--- src/rtl/sdh_pkg.sv ---
package sdh_pkg;
   // word indices (byte offset / 4)
   localparam int W_CMD  = 0;
   localparam int W_ARG  = 1;
   localparam int W_RSP0 = 2;
   localparam int W_RSP1 = 3;
   localparam int W_RSP2 = 4;
   localparam int W_RSP3 = 5;
   localparam int W_RCMD = 6;
   localparam int W_DCTL = 7;
   localparam int W_DTMR = 8;
   localparam int W_DLEN = 9;
   localparam int W_STAT = 10;
   localparam int W_CLR  = 11;
   localparam int W_MASK = 12;
   localparam int W_FEAT = 17;
   localparam int W_REV  = 18;

   localparam int EVT_BITS     = 11;
   localparam int CMD_SENT_BIT = 6;
   localparam int CMD_GO_BIT   = 9;
   localparam int CMD_RST_BIT  = 10;
   localparam int DCTL_EN_BIT  = 6;
endpackage

--- src/rtl/sdh_status.sv ---
module sdh_status #(
   parameter int N = 11
) (
   input  logic         clk,
   input  logic         rst_n,
   input  logic         soft_clr,
   input  logic [N-1:0] ev_set,
   input  logic         clr_we,
   input  logic [N-1:0] clr_bits,
   input  logic         mask_we,
   input  logic [N-1:0] mask_bits,
   output logic [N-1:0] st_q,
   output logic [N-1:0] mask_q,
   output logic         irq
);
   if (N < 1 || N > 32) begin : g_bad_n
      $error("sdh_status: N out of range");
   end

   logic [N-1:0] st_d;

   for (genvar i = 0; i < N; i++) begin : g_bit
      // set has priority over clear
      assign st_d[i] = ev_set[i] | (st_q[i] & ~(clr_we & clr_bits[i]));
   end

   always_ff @(posedge clk) begin
      if (!rst_n || soft_clr) begin
         st_q   <= '0;
         mask_q <= '0;
      end else begin
         st_q <= st_d;
         if (mask_we) mask_q <= mask_bits;
      end
   end

   assign irq = |(st_q & mask_q);

   // a set bit is held while no clear is written
   a_r2_sticky: assert property (@(posedge clk) disable iff (!rst_n)
      (!soft_clr && !clr_we) |=> ((st_q & $past(st_q)) == $past(st_q)));
   // an event always lands, even against a clear
   a_r3_set_wins: assert property (@(posedge clk) disable iff (!rst_n)
      !soft_clr |=> ((st_q & $past(ev_set)) == $past(ev_set)));
   // nothing masked in means no interrupt
   a_r4_masked_quiet: assert property (@(posedge clk) disable iff (!rst_n)
      (mask_q == '0) |-> !irq);
   // soft reset empties the status
   a_r7_status_empty: assert property (@(posedge clk) disable iff (!rst_n)
      soft_clr |=> (st_q == '0 && mask_q == '0));
endmodule

--- src/rtl/sdh_seq.sv ---
module sdh_seq (
   input  logic clk,
   input  logic rst_n,
   input  logic soft_clr,
   input  logic cmd_go,
   input  logic den_wr,
   input  logic den_val,
   input  logic cmd_sent,
   output logic cmd_start,
   output logic data_start,
   output logic data_pend
);
   always_ff @(posedge clk) begin
      if (!rst_n || soft_clr) begin
         cmd_start  <= 1'b0;
         data_start <= 1'b0;
         data_pend  <= 1'b0;
      end else begin
         cmd_start  <= cmd_go;
         data_start <= 1'b0;
         if (den_wr) begin
            data_pend <= den_val;
         end else if (data_pend && cmd_sent) begin
            data_pend  <= 1'b0;
            data_start <= 1'b1;
         end
      end
   end

   // command strobe lasts one cycle
   a_r5_start_pulse: assert property (@(posedge clk) disable iff (!rst_n)
      cmd_start |=> !cmd_start);
   // data only starts right after a command-sent event
   a_r6_data_after_sent: assert property (@(posedge clk) disable iff (!rst_n)
      data_start |-> ($past(cmd_sent) && !data_pend));
endmodule

--- src/rtl/sdhost_regs.sv ---
module sdhost_regs
   import sdh_pkg::*;
#(
   parameter int          AW         = 8,
   parameter int          FIFO_WORDS = 16,
   parameter bit          CPRM_EN    = 1'b0,
   parameter logic [15:0] REV_MAJOR  = 16'h0001,
   parameter logic [7:0]  REV_MINOR  = 8'h02,
   parameter logic [7:0]  REV_PATCH  = 8'h03
) (
   input  logic          clk,
   input  logic          rst_n,
   input  logic          bus_sel,
   input  logic          bus_wr,
   input  logic [AW-1:0] bus_addr,
   input  logic [31:0]   bus_wdata,
   output logic [31:0]   bus_rdata,
   input  logic [10:0]   ev_set,
   input  logic          card_present,
   input  logic          write_lock,
   input  logic          rsp_load,
   input  logic [127:0]  rsp_data,
   input  logic [6:0]    rsp_idx,
   output logic          cmd_start,
   output logic [5:0]    cmd_index,
   output logic          cmd_rsp_en,
   output logic          cmd_long,
   output logic          cmd_app,
   output logic [31:0]   cmd_arg,
   output logic          data_start,
   output logic [3:0]    data_blk_log2,
   output logic          data_write,
   output logic          data_dma,
   output logic [31:0]   data_timer,
   output logic [31:0]   data_len,
   output logic          irq
);
   localparam int IW = AW - 2;
   localparam logic [31:0] FEAT_WORD = {23'd0, CPRM_EN, 8'(FIFO_WORDS)};
   localparam logic [31:0] REV_WORD  = {REV_MAJOR, REV_MINOR, REV_PATCH};

   if (AW < 7) begin : g_bad_aw
      $error("sdhost_regs: AW too small for the register map");
   end
   if (FIFO_WORDS < 1 || FIFO_WORDS > 255) begin : g_bad_fifo
      $error("sdhost_regs: FIFO_WORDS must fit in 8 bits");
   end

   logic          we;
   logic [IW-1:0] widx;
   logic          hit_cmd, hit_arg, hit_dctl, hit_dtmr, hit_dlen, hit_clr, hit_mask;
   logic          soft_clr;
   logic          unused_addr;

   assign we          = bus_sel & bus_wr;
   assign widx        = bus_addr[AW-1:2];
   assign unused_addr = ^bus_addr[1:0];
   assign hit_cmd     = we && (widx == IW'(W_CMD));
   assign hit_arg     = we && (widx == IW'(W_ARG));
   assign hit_dctl    = we && (widx == IW'(W_DCTL));
   assign hit_dtmr    = we && (widx == IW'(W_DTMR));
   assign hit_dlen    = we && (widx == IW'(W_DLEN));
   assign hit_clr     = we && (widx == IW'(W_CLR));
   assign hit_mask    = we && (widx == IW'(W_MASK));
   assign soft_clr    = hit_cmd && bus_wdata[CMD_RST_BIT];

   logic [9:0]        cmd_q;
   logic [31:0]       arg_q, dtmr_q, dlen_q;
   logic [3:0][31:0]  rsp_q;
   logic [6:0]        rcmd_q;
   logic [5:0]        dctl_q;
   logic              data_pend;
   logic [EVT_BITS-1:0] st_q, mask_q;

   always_ff @(posedge clk) begin
      if (!rst_n || soft_clr) begin
         cmd_q  <= '0;
         arg_q  <= '0;
         dtmr_q <= '0;
         dlen_q <= '0;
         rsp_q  <= '0;
         rcmd_q <= '0;
         dctl_q <= '0;
      end else begin
         if (hit_cmd)  cmd_q  <= bus_wdata[9:0];
         if (hit_arg)  arg_q  <= bus_wdata;
         if (hit_dtmr) dtmr_q <= bus_wdata;
         if (hit_dlen) dlen_q <= bus_wdata;
         if (hit_dctl) dctl_q <= bus_wdata[5:0];
         if (rsp_load) begin
            rsp_q  <= rsp_data;
            rcmd_q <= rsp_idx;
         end
      end
   end

   sdh_status #(.N(EVT_BITS)) u_status (
      .clk       (clk),
      .rst_n     (rst_n),
      .soft_clr  (soft_clr),
      .ev_set    (ev_set),
      .clr_we    (hit_clr),
      .clr_bits  (bus_wdata[EVT_BITS-1:0]),
      .mask_we   (hit_mask),
      .mask_bits (bus_wdata[EVT_BITS-1:0]),
      .st_q      (st_q),
      .mask_q    (mask_q),
      .irq       (irq)
   );

   sdh_seq u_seq (
      .clk        (clk),
      .rst_n      (rst_n),
      .soft_clr   (soft_clr),
      .cmd_go     (hit_cmd && bus_wdata[CMD_GO_BIT] && !bus_wdata[CMD_RST_BIT]),
      .den_wr     (hit_dctl),
      .den_val    (bus_wdata[DCTL_EN_BIT]),
      .cmd_sent   (ev_set[CMD_SENT_BIT]),
      .cmd_start  (cmd_start),
      .data_start (data_start),
      .data_pend  (data_pend)
   );

   always_comb begin
      bus_rdata = '0;
      case (widx)
         IW'(W_CMD):  bus_rdata = {22'd0, cmd_q};
         IW'(W_ARG):  bus_rdata = arg_q;
         IW'(W_RSP0): bus_rdata = rsp_q[0];
         IW'(W_RSP1): bus_rdata = rsp_q[1];
         IW'(W_RSP2): bus_rdata = rsp_q[2];
         IW'(W_RSP3): bus_rdata = rsp_q[3];
         IW'(W_RCMD): bus_rdata = {25'd0, rcmd_q};
         IW'(W_DCTL): bus_rdata = {25'd0, data_pend, dctl_q};
         IW'(W_DTMR): bus_rdata = dtmr_q;
         IW'(W_DLEN): bus_rdata = dlen_q;
         IW'(W_STAT): bus_rdata = {19'd0, write_lock, card_present, st_q};
         IW'(W_MASK): bus_rdata = {21'd0, mask_q};
         IW'(W_FEAT): bus_rdata = FEAT_WORD;
         IW'(W_REV):  bus_rdata = REV_WORD;
         default:     bus_rdata = '0;
      endcase
   end

   assign cmd_index     = cmd_q[5:0];
   assign cmd_rsp_en    = cmd_q[6];
   assign cmd_long      = cmd_q[7];
   assign cmd_app       = cmd_q[8];
   assign cmd_arg       = arg_q;
   assign data_blk_log2 = dctl_q[3:0];
   assign data_write    = dctl_q[4];
   assign data_dma      = dctl_q[5];
   assign data_timer    = dtmr_q;
   assign data_len      = dlen_q;

   // soft reset leaves command word and timer at zero
   a_r7_self_clear: assert property (@(posedge clk) disable iff (!rst_n)
      soft_clr |=> (cmd_q == '0 && dtmr_q == '0 && !cmd_start));
   // response word 0 captured on load
   a_r8_rsp_capture: assert property (@(posedge clk) disable iff (!rst_n)
      (rsp_load && !soft_clr) |=> (rsp_q[0] == $past(rsp_data[31:0])));
   // responses hold when not loaded
   a_r10_rsp_hold: assert property (@(posedge clk) disable iff (!rst_n)
      (!rsp_load && !soft_clr) |=> $stable(rsp_q));
endmodule

--- config.mk ---
export PLATFORM = sky130hd
export DESIGN_NAME = sdhost_regs
export DESIGN_NICKNAME = d
export VERILOG_FILES = /design/src/rtl/sdh_pkg.sv /design/src/rtl/sdh_status.sv /design/src/rtl/sdh_seq.sv /design/src/rtl/sdhost_regs.sv
export SDC_FILE = /design/constraint.sdc
export NUM_CORES = 1
export LEC_CHECK = 0
export CAP_MARGIN = 20
export CORE_MARGIN = 4
export CORE_UTILIZATION = 48
export DETAILED_ROUTE_END_ITERATION = 7
export HOLD_SLACK_MARGIN = 0.06
export PLACE_DENSITY = 0.81
export SLEW_MARGIN = 10
export SYNTH_ARGS = -nofsm -noshare
export SYNTH_HDL_FRONTEND = slang
export SYNTH_SLANG_ARGS = --single-unit
--- constraint.sdc ---
create_clock -name clk -period 2.75 [get_ports clk]
set_input_delay 0.55 -clock clk [delete_from_list [all_inputs] [get_ports clk]]
set_output_delay 0.55 -clock clk [all_outputs]
set_load 0.02 [all_outputs]
==> results.py <==
metrics = {
    "sta": {
        "grt_setup_unrepaired": "yes",
        "timing_worst_slew_pin_value_ps": 602,
        "drv_slew": 0,
        "timing.final.hold_violations": 0,
        "final_setup_fails": 1,
        "setup_tns_ps": -19.1,
        "final_period_minus_worst_setup_slack_ps": 2770,
        "post_route_worst_setup_slack_ps": -19.1,
        "maxSlewHeadroom_pct": 59.7,
        "clock-skew-final_ps": 0.0914,
        "final_min_period_over_clock_period_pct": 101,
        "max_freq_mhz": 361,
    },
    "placement": {
        "post-place-ws_ps": -800,
        "gp_congestion": 0.966,
        "dp_hpwl_mm": 35.2,
        "dp_cells": 1990,
        "number_of_buffers_inserted_by_port_buffering": 336,
    },
    "cells_and_area": {
        "filler_cell_count": 1879,
        "mostFrequentLayoutCells": "clkdlybuf4s50_1, dfxtp_1, nand2_1, mux2i_1, nor2_1",
        "drive_gt1_share_pct": 15.5,
        "final_common_cell": "clkdlybuf4s50_1",
        "final_net_count": 1894,
        "finish.utilization_pct": 71.2,
        "area_delta_synth_final_pct": 46.3,
        "final_cells": 2048,
    },
    "drt": {
        "avgRoutedWirePerCell_um": 23.1,
        "detail_route.vias_per_cell": 5.73,
        "totalWireLength_mm": 47.3,
        "dr.pass1.iters": 7,
        "post-route-drc-count": 0,
        "detail_route.iter0.violations": 1268,
        "drtAntennaViolNets": 0,
        "vias_after_detailed_routing": 11745,
    },
    "synthesis": {
        "yosys_top_cell_by_area": "dfxtp_1",
        "synthArstFlopShare_pct": 0,
        "average_footprint_of_a_synthesized_cell_um2": 8.93,
        "post_synth_num_cell_types": 50,
        "synthTopCellsByArea": "dfxtp_1, mux2i_1, nand2_1",
        "synthesis.yosys.warnings": 0,
        "synth_edf_count": 0,
        "post-synth-top-area-fraction_pct": 46.1,
        "post_synth_instance_area_um2": 11800,
        "ys_dominant_reg_cell": "dfxtp_1",
        "synth.yosys.seq_area_share_pct": 46.1,
        "seq_cells_post_synth": 272,
        "synth.net_count": 1515,
        "post_synth_inst_count": 1322,
    },
    "clock_network": {
        "clock-root-buffer": "clkbuf_16",
        "cts_inserted_buffers": 28,
        "insertion_delay_ps": 540,
        "clock_tree.buffer_depth": 3,
        "worst_setup_hold_path_clk_slew_ps": 60,
        "cts-hold-fix-buffers": 0,
        "tritoncts": "done",
        "h_tree_level_count": 1,
        "clkSinkCount": 272,
    },
    "global_routing": {
        "gr-usage-all-layers_pct": 33.2,
        "first_global_vias": 11787,
        "grt_max_degree": 46,
        "gr-total-overflow": 0,
        "antenna_found_initial": 4,
        "wire_length_of_the_first_global_routing_pass_mm": 68.9,
    },
    "critical_path": {
        "regToRegEndpoint": "u_seq.data_pend",
        "crit_path_frequent_cell": "buf_6",
        "cp_data_arrival_time_ps": 2220,
        "ff2ff_path_depth": 2,
        "critical_path.endpoint_type": "output port",
        "crit_path_top_delay_cell": "or4b_4",
        "critical_path.endpoint": "bus_rdata[16]",
        "setup.worst_path.class": "in -> out",
        "critPathLaunchType": "input port",
        "startpoint": "bus_addr[7]",
        "r2r-start": "u_seq.data_pend",
        "cp_cell_sequence": "buf_8 -> or4b_4 -> nor2_4 -> buf_12 -> buf_6 -> a22oi_2 -> nand4_1 -> buf_6",
        "r2r_slack_ps": 1720,
        "critical_path.max_fanout": 8,
        "worst_stage_delay_on_the_critical_path_ps": 590,
        "worst-endpoint-required_ps": 2200,
    },
    "die": {
        "fp.dieArea_um2": 27200,
        "core_um2": 24200,
        "start_util_pct": 48.7,
        "boundaryPins": 339,
        "fp.dieW_um": 165,
        "fp.dieH_um": 165,
        "core.rowCount": 57,
    },
    "power_and_ir_drop": {
        "p_leak_uw": 0.00698,
        "power-per-cell-area_nw_per_um2": 532,
        "maximum_vdd_drop_uv": 451,
    },
    "status": {
        "run_status": "finished, violations left",
        "failed_checks": "setup timing",
    },
    "min_path": {
        "holdCritPathClass": "in -> reg",
    },
    "flow_run": {
        "maxCapViolCount": 0,
    },
}
-- routing by layer --
| metal | up-vias | GRT usage [%] | wire, um |
|---|---|---|---|
| met1 | 5497 | 39.2 | 17500 |
| met3 | 141 | 5.39 | 4090 |
| met4 | 2 | 15.5 | 2450 |
| li1 | 5378 | - | - |
| met5 | - | 0 | 12 |
| met2 | 727 | 58.7 | 23200 |
-- kinds of logic after synthesis --
logic type             Yosys count  share of synthesized area (%)
AO/OA/AOI/OAI                  238                           13.3
buffers and inverters          114                           4.83
flip-flops                     272                           46.1
multiplexers                   203                           17.9
AND/OR/NAND/NOR                495                           17.8
-- synthesized netlist by cell type (2+ instances only) --
master / n
dfxtp_1: 272
o21ai_0: 8
nor2_2: 8
a22o_1: 29
or4_1: 2
nand2_1: 249
buf_1: 7
o32a_1: 2
o2bb2ai_1: 2
o22ai_1: 2
buf_2: 45
nor3_2: 3
a32o_1: 3
o32ai_1: 2
a222oi_1: 22
nand3b_1: 4
nor2_1: 170
clkbuf_1: 42
and3_1: 3
nor2b_1: 2
a2bb2oi_1: 2
nor3_1: 6
inv_1: 2
nand3_1: 25
and2_1: 3
a21oi_1: 124
mux2i_1: 171
a32oi_1: 6
nand2b_1: 3
buf_6: 5
mux2_2: 28
nand4_1: 4
mux4_2: 4
nand4b_1: 2
a22oi_1: 29
a221oi_1: 4
buf_4: 13
nor3_4: 2
-- power by group --
part / total [uW] / internal [uW] / switching (uW)
logic: 1060 / 569 / 489
clock network: 3960 / 2380 / 1570
registers: 4170 / 4070 / 95.8
total: 9190 / 7030 / 2160
-- flip-flops by register name (all words and copies together), names as in the netlist --
name and count:
data_len 32, rcmd_q 7, u_seq.data_pend 1, u_seq.cmd_start 1, u_status.st_q 11, rsp_q 128, data_timer 32, dctl_q 6
u_seq.data_start 1, u_status.mask_q 11, cmd_arg 32, cmd_q 10
-- worst min-delay path by stage --
stage	end	slack, ps	cells after the start	start
2_1_floorplan	u_seq.data_start	420	2	u_seq.data_pend
3_3_place_gp	u_seq.data_start	440	2	u_seq.data_pend
3_5_place_dp	u_seq.data_start	440	2	u_seq.data_pend
4_1_cts	rsp_q[98]	430	3	rsp_load
5_1_grt	rsp_q[96]	450	3	rsp_load
6_report	rsp_q[98]	450	3	rsp_load
-- cell type report --
type / instances / area [um^2] / share of cell area [%]
Clock buffer: 40 / 837 / 4.85
Inverter: 2 / 7.51 / 0.0435
Sequential cell: 272 / 5450 / 31.5
Tap cell: 324 / 405 / 2.35
Multi-Input combinational cell: 936 / 5870 / 34.0
Antenna cell: 4 / 10.0 / 0.0579
Timing Repair Buffer: 461 / 4570 / 26.5
Clock inverter: 9 / 126 / 0.732
-- stage by stage --
stage	area (um^2)	hold slack [ps]	power, uW
6_report	17300	446	9190
5_1_grt	17300	449	9450
4_1_cts	17300	429	9200
3_5_place_dp	16200	441	5280
3_3_place_gp	16200	444	5270
2_1_floorplan	11800	422	4670
-- worst max-delay path, delay by kind of cell --
kind / cells / cell delay (ps)
simple gates: 3 / 1040
buf+inv: 4 / 550
compound gates: 1 / 70
-- repair_timing --
| item | CTS | global route |
|---|---|---|
| buffers inserted | 3 | 0 |
| cloned | 1 | 1 |
| setup endpoints to repair | 32 | 26 |
| gates resized for setup | 121 | 25 |
| pin swaps | 4 | 5 |
No activity file was read; power rests on OpenSTA's default activity.
